===== src/rtl/irq_trk_pkg.sv =====
package irq_trk_pkg;

  typedef enum logic {
    MODE_PULSE = 1'b0,
    MODE_LEVEL = 1'b1
  } line_mode_e;

  function automatic int id_width(input int n);
    return (n > 1) ? $clog2(n) : 1;
  endfunction

endpackage


===== src/rtl/irq_line_cell.sv =====
module irq_line_cell
  import irq_trk_pkg::*;
(
  input  logic       clk,
  input  logic       rst_n,
  input  line_mode_e mode,
  input  logic       req,
  input  logic       take,
  input  logic       leave,
  output logic       pend,
  output logic       act
);

  logic req_q, pend_q, act_q;
  logic rise, set_req, pend_d, act_d;

  assign rise = req & ~req_q;

  always_comb begin
    if (mode == MODE_LEVEL) set_req = req & (~act_q | leave);
    else                    set_req = rise;
    // an assertion while already pending is dropped; acceptance clears
    pend_d = pend_q ? ~take : set_req;
    act_d  = (act_q & ~leave) | take;
  end

  always_ff @(posedge clk) begin
    if (!rst_n) begin
      req_q  <= 1'b0;
      pend_q <= 1'b0;
      act_q  <= 1'b0;
    end else begin
      req_q  <= req;
      pend_q <= pend_d;
      act_q  <= act_d;
    end
  end

  assign pend = pend_q;
  assign act  = act_q;

  AST_TAKE_CLEARS_PEND: assert property (@(posedge clk) disable iff (!rst_n)
    take |=> !pend_q);
  AST_TAKE_SETS_ACT: assert property (@(posedge clk) disable iff (!rst_n)
    take |=> act_q);
  AST_LEAVE_CLEARS_ACT: assert property (@(posedge clk) disable iff (!rst_n)
    (leave && !take) |=> !act_q);
  AST_PULSE_CAPTURE: assert property (@(posedge clk) disable iff (!rst_n)
    (mode == MODE_PULSE && $rose(req) && !pend_q) |=> pend_q);
  AST_PEND_HOLDS: assert property (@(posedge clk) disable iff (!rst_n)
    (pend_q && !take) |=> pend_q);
  AST_LEVEL_BLOCKED: assert property (@(posedge clk) disable iff (!rst_n)
    (mode == MODE_LEVEL && act_q && !leave && !pend_q) |=> !pend_q);
  AST_LEVEL_REPEND: assert property (@(posedge clk) disable iff (!rst_n)
    (mode == MODE_LEVEL && act_q && leave && req) |=> pend_q);

endmodule


===== src/rtl/irq_prio_pick.sv =====
module irq_prio_pick #(
  parameter int NL  = 16,
  parameter int IDW = 4
) (
  input  logic [NL-1:0]  pend_vec,
  output logic           any,
  output logic [IDW-1:0] idx
);

  always_comb begin
    idx = '0;
    for (int i = NL - 1; i >= 0; i--) begin
      if (pend_vec[i]) idx = IDW'(i);
    end
  end

  assign any = |pend_vec;

endmodule


===== src/rtl/irq_pend_tracker.sv =====
module irq_pend_tracker
  import irq_trk_pkg::*;
#(
  parameter int NUM_LINES = 16,
  localparam int IDW = id_width(NUM_LINES)
) (
  input  logic                 clk,
  input  logic                 rst_n,
  input  logic [NUM_LINES-1:0] line_level,
  input  logic [NUM_LINES-1:0] line_req,
  output logic                 req_valid,
  input  logic                 req_ready,
  output logic [IDW-1:0]       req_id,
  input  logic                 exit_valid,
  input  logic [IDW-1:0]       exit_id,
  output logic [NUM_LINES-1:0] pending,
  output logic [NUM_LINES-1:0] active
);

  logic                 accept;
  logic [NUM_LINES-1:0] take_vec, leave_vec;

  assign accept = req_valid & req_ready;

  for (genvar g = 0; g < NUM_LINES; g++) begin : g_line
    assign take_vec[g]  = accept && (req_id == IDW'(g));
    assign leave_vec[g] = exit_valid && (exit_id == IDW'(g));

    irq_line_cell u_cell (
      .clk   (clk),
      .rst_n (rst_n),
      .mode  (line_mode_e'(line_level[g])),
      .req   (line_req[g]),
      .take  (take_vec[g]),
      .leave (leave_vec[g]),
      .pend  (pending[g]),
      .act   (active[g])
    );
  end

  irq_prio_pick #(.NL(NUM_LINES), .IDW(IDW)) u_pick (
    .pend_vec (pending),
    .any      (req_valid),
    .idx      (req_id)
  );

  AST_OFFER_IS_PENDING: assert property (@(posedge clk) disable iff (!rst_n)
    req_valid |-> pending[req_id]);
  AST_OFFER_LOWEST: assert property (@(posedge clk) disable iff (!rst_n)
    req_valid |-> ((pending & ((NUM_LINES'(1) << req_id) - NUM_LINES'(1))) == '0));
  AST_IDLE_EMPTY: assert property (@(posedge clk) disable iff (!rst_n)
    !req_valid |-> (pending == '0));
  AST_ACCEPT_ONEHOT: assert property (@(posedge clk) disable iff (!rst_n)
    $onehot0(take_vec));

endmodule


===== config.mk =====
export PLATFORM = sky130hd
export DESIGN_NAME = irq_pend_tracker
export DESIGN_NICKNAME = d
export VERILOG_FILES = /design/src/rtl/irq_trk_pkg.sv /design/src/rtl/irq_line_cell.sv /design/src/rtl/irq_prio_pick.sv /design/src/rtl/irq_pend_tracker.sv
export SDC_FILE = /design/constraint.sdc
export NUM_CORES = 1
export LEC_CHECK = 0
export BUFFER_PORTS_ARGS = -buffer_cell sky130_fd_sc_hd__buf_4
export CAP_MARGIN = 30
export CORE_ASPECT_RATIO = 1.25
export CORE_UTILIZATION = 50
export DETAILED_ROUTE_END_ITERATION = 16
export PLACE_DENSITY = 0.76
export RECOVER_POWER = 25
export SETUP_SLACK_MARGIN = 0.05
export SYNTH_ARGS = -nofsm -noshare
export SYNTH_HDL_FRONTEND = slang
export SYNTH_SLANG_ARGS = --single-unit
export TNS_END_PERCENT = 50

===== constraint.sdc =====
create_clock -name clk -period 2.4 [get_ports clk]
set_clock_uncertainty 0.15 [all_clocks]
set_input_delay 0.48 -clock clk [delete_from_list [all_inputs] [get_ports clk]]
set_output_delay 0.48 -clock clk [all_outputs]
set_load 0.02 [all_outputs]

* Word-level counts from Yosys, hierarchy flattened
Index checks and enable logic that the tools add are counted.
Storage, ports and cells: register bits after elaboration 48, output and inout port bits 37
Operators by class: equal/unequal tests 30, mux-type cells 48, bitwise logic cells 145, reductions and logical operators 35
Operators with widths (number):
- $eq A4 B4 Y1 const B | 16
- $mux W4 | 16
- $not A1 Y1 | 64
- $and A1 B1 Y1 | 49
- $eq A4 B3 Y1 const B | 8
- $logic_and A1 B1 Y1 | 32
- $mux W1 | 32
- $or A1 B1 Y1 | 32
- $eq A4 B2 Y1 const B | 4
- $reduce_or A16 Y1 | 1
- $eq A4 B1 Y1 const B | 2
- $logic_not A4 Y1 | 2

* Logic depth before layout (Yosys ltp)
depth in word-level cells 20, depth in mapped cells 7

* Modules after synthesis
A second synthesis with hierarchy kept.
Unflattened totals: cells, all modules 256, area, all modules 2252.2 sq um
By module, submodules not included:
- irq_line_cell | times used 16, cells each 11, area each 115.1 sq um, sequential area each 60.1 sq um
- irq_pend_tracker | times used 1, cells each 46, area each 234.0 sq um, sequential area each 0.0 sq um
- irq_prio_pick | times used 1, cells each 34, area each 176.4 sq um, sequential area each 0.0 sq um

* Worst setup path after synthesis
Ideal clock, no wire load.
path type flip-flop to flip-flop, start register g_line[9].u_cell.pend_q, end register g_line[8].u_cell.pend_q, setup time 0.116 ns, arrival 1.688 ns, slack 0.447 ns, cell stages (with the launch flop) 7, buffers on the path 0, cells stage by stage dfxtp_1 > or3_1 > o211ai_2 > a21o_4 > inv_4 > or3_4 > a31o_1
Between the ends: longest elaborated chain between the ends 14, elaborated cells on any way between the ends 16, classes of those cells eq/ne (1); mux (11); bitwise (2); reduce/logical (2)
Ends and longest elaborated chain:
- start: declaration | RTL line irq_line_cell.sv:14 | logic req_q, pend_q, act_q;
- start signal: assignment | RTL line irq_line_cell.sv:34 | pend_q <= pend_d;
- $mux W4 (10 in a row) | RTL line irq_prio_pick.sv:13 | if (pend_vec[i]) idx = IDW'(i);
- named net req_id[0] | RTL line irq_pend_tracker.sv:13 | output logic [IDW-1:0] req_id,
- $eq A4 B4 Y1 | RTL line irq_pend_tracker.sv:26 | assign take_vec[g] = accept && (req_id == IDW'(g));
- $logic_and A1 B1 Y1 | RTL line irq_pend_tracker.sv:26
- $not A1 Y1 | RTL line irq_line_cell.sv:23 | pend_d = pend_q ? ~take : set_req;
- $mux W1 | RTL line irq_line_cell.sv:23
- end signal: assignment | RTL line irq_line_cell.sv:34
- end: declaration | RTL line irq_line_cell.sv:14
The timed path passes the listed nets, and every way through them passes these cells. A chain may end at the register's enable or synchronous reset.

* Worst setup path after layout
start register g_line[11].u_cell.pend_q, end output req_id[0]
Between the ends: longest elaborated chain between the ends 12
Ends and longest elaborated chain (RTL line):
- start: declaration | irq_line_cell.sv:14
- start signal: assignment | irq_line_cell.sv:34
- $mux W4 (12 in a row) | irq_prio_pick.sv:13
- end: declaration | irq_pend_tracker.sv:13
No other way between the ends.

==> flow_summary.toml <==
[global_route]
track_usage_pct = 23.45
grtUsageMet2_pct = 41.17
top_usage_layer = "met2"
grtUsageMet1_pct = 27.57
grt_max_degree = 50
grt-ovfl-total = 0
met3_usage_pct = 4.651
grt_pass1_vias = 1936
grt_pass1_wl_um = 9045
antenna_found_initial = 0

[cts]
insertion_delay_ps = 300
cts_made_buffers = 5
htreeDepth = 2
cts.clk_slew.worst_paths_ps = 90
clockBufferDepth = 2
cts_tree = "built"
clock_sinks = 48
root_buffer = "clkbuf_8"

[pwr]
p_comb_share_pct = 27.6
p_sw_share_pct = 30.79
peakVddDrop_mv = 0.4642
seqPwrFrac_pct = 44.4
power_density_nw_per_um2 = 710.7
p_int_w = 0.001444
leakage_nw = 1.284
power.share.clock_pct = 27.9
power_switching_w = 0.0006423

[drt]
via_per_inst = 5.326
drtIter0Drc = 95
wl_per_cell_um = 14.70
wirelength_um = 5673
dr.pass1.iters = 4
final_antenna_net_count = 0
vias = 2056
drcViolationCount = 0

[logic_synthesis]
async_flop_share_pct = 0
synth_top_area_cell = "dfxtp_1"
synth_edf_count = 0
ys_warn_count = 0
synth_fp_nets = 313
ys_ff_latch = 48
syn_inst = 273
synth.most_common_cell = "dfxtp_1"
synth_commonest_cells = "48 x dfxtp_1, 32 x buf_4, 25 x nand2_1"
synth_area_per_cell_sq_um = 8.616
ys_seq_area_share_pct = 40.85
synthFlopType = "dfxtp_1"
ys_types = 45
synth_top_area_share_pct = 40.85
syn-cell-area_sq_um = 2352
ys_top_cells_by_area = "dfxtp_1 41%, buf_4 10%, o21ai_0 4.9%"

[critical_path]
cp.arrival_ps = 1660
crit_type = "reg2out"
start_kind = "flop"
timing.rr.start = "g_line[2].u_cell.pend"
crit_path_end_kind = "output pin"
endpoint = "req_id[0]"
reg2regPathDepth = 5
cp_slowest_cell = "dfxtp_4"
crit_start = "g_line[11].u_cell.pend"
reg2reg_to = "g_line[8].u_cell.pend"
cp_max_fo = 5
max_stage_delay_ps = 380
reg2reg_slack_ps = 250
required_ps = 1770
path_cells = "inv_1, a221oi_4, o211ai_2, a21o_4, inv_4, buf_6"

[final_layout]
syn2layout_area_growth_pct = 24.79
final_area_sq_um = 2935
final-seq-area_sq_um = 974.7
diodes = 0
multi_input_area_sq_um = 1131
fillers = 430
nets = 367
drive_gt1_share_pct = 36.59

[floorplanning]
boundaryPins = 77
fp.coreArea_sq_um = 4459
floorplan.rows = 27
die_w_um = 63.35
dieArea_sq_um = 4985
start_util_pct = 52.75
die_h_um = 78.69

[place]
place_area_sq_um = 2751
gp_congestion = 0.8837
numPortBuffers = 76
hpwl_um = 4205
pre_cts_slack_ps = 185.9

[sta]
max-slew-margin-rel_pct = 45.51
whs_ps = 224.5
setup_slack_ps = 113.7
clock.fmax_ghz = 0.4374
hold_viol_final = 0
setup_violations = 0
fin_tns_setup_ps = 0
worst_pin_slew_ps = 817.3
fin_crit_sh_pct = 95.26
rsz0062_at_grt = "true"
slew_violations = 0
fin_crit_ps = 2286

[status]
status = "finished, final reports clean"

[flow_run]
cap_violations = 0

[worst_hold_path]
hold_class = "in2reg"
==> metal layers <==
layer	vias up	part of all wire [%]
met5	-	0
met4	0	1.7
met3	12	4.7
met2	61	51
met1	948	42
li1	1035	-
==> state kept, by name, indices dropped and copies added (netlist names) <==
register / cells
g_line.u_cell.pend: 16
g_line.u_cell.req_q: 16
g_line.u_cell.act: 16
==> power groups by stage <==
| stage | Clock (W) | Sequential (W) | Combinational [W] |
|---|---|---|---|
| finish | 0.000583 | 0.000927 | 0.000576 |
| global route | 0.000620 | 0.000937 | 0.000626 |
| CTS | 0.000588 | 0.000923 | 0.000546 |
| detailed placement | 0 | 0.000939 | 0.000525 |
| global placement | 0 | 0.000937 | 0.000521 |
| floorplan | 0 | 0.000921 | 0.000373 |
==> metrics by stage <==
step / power, W / util (%) / instances
2_1_floorplan: 0.001294 / - / 273
3_3_place_gp: 0.001458 / 61.70 / 372
3_5_place_dp: 0.001464 / 61.70 / 372
4_1_cts: 0.002057 / 64.98 / 383
5_1_grt: 0.002182 / 65.82 / 386
6_report: 0.002086 / 65.82 / 386
==> critical path, delay by kind of cell, from the launching register on <==
family	cells	cell delay (ps)
flip-flops	1	380
buffers and inverters	3	260
AO/OA/AOI/OAI	3	710
==> what timing repair did <==
action	4_1_cts	5_1_grt
buffers inserted	3	3
endpoints found under the setup margin	1	4
hold buffers	0	0
gates cloned	0	0
pin swaps	3	3
gates resized for setup	6	10
==> cells in the final DEF, fill, tap and decap left out, types with 2 or more instances in the layout <==
| cell | n |
|---|---|
| dfxtp_2 | 5 |
| buf_4 | 77 |
| nand3b_1 | 3 |
| and3_1 | 2 |
| dfxtp_4 | 2 |
| and2_1 | 4 |
| o21ai_0 | 22 |
| clkbuf_8 | 5 |
| nor2_1 | 23 |
| clkbuf_1 | 5 |
| nor3b_1 | 6 |
| and2_0 | 10 |
| and3b_1 | 2 |
| a21boi_0 | 13 |
| nand2b_4 | 2 |
| inv_1 | 7 |
| mux2_2 | 2 |
| nand2b_1 | 3 |
| nor3_1 | 3 |
| a21oi_1 | 13 |
| o32ai_1 | 2 |
| dfxtp_1 | 41 |
| nand3_1 | 6 |
| o21a_1 | 5 |
| nor4_2 | 2 |
| a31o_2 | 9 |
| nand2_1 | 25 |
==> cell type report <==
cell class / instances / area share [%]
Multi-Input combinational cell: 180 / 38.53
Sequential cell: 48 / 33.21
Timing Repair Buffer: 84 / 20.89
Tap cell: 58 / 2.472
Clock buffer: 5 / 2.344
Clock inverter: 3 / 1.449
Inverter: 8 / 1.108
==> kinds of logic (layout without fill, tap and decap cells) <==
logic type	Yosys count	count (layout)	synth area share, %
multiplexers	2	2	0.9574
AO/OA/AOI/OAI	76	76	22.07
buffers and inverters	45	100	12.39
flip-flops	48	48	40.85
AND/OR/NAND/NOR	102	102	23.72
==> how the worst min path moves through the flow <==
stage / start / slack (ps) / endpoint / depth (start not counted)
finish: line_req[9] / 220 / g_line[9].u_cell.req_q / 3
global route: line_req[1] / 240 / g_line[1].u_cell.req_q / 2
CTS: line_req[9] / 220 / g_line[9].u_cell.req_q / 3
detailed placement: g_line[5].u_cell.act / 370 / g_line[5].u_cell.act / 2
global placement: g_line[5].u_cell.act / 370 / g_line[5].u_cell.act / 2
floorplan: g_line[8].u_cell.act / 330 / g_line[8].u_cell.act / 2
Note: power is estimated with default switching activity, not from simulation.
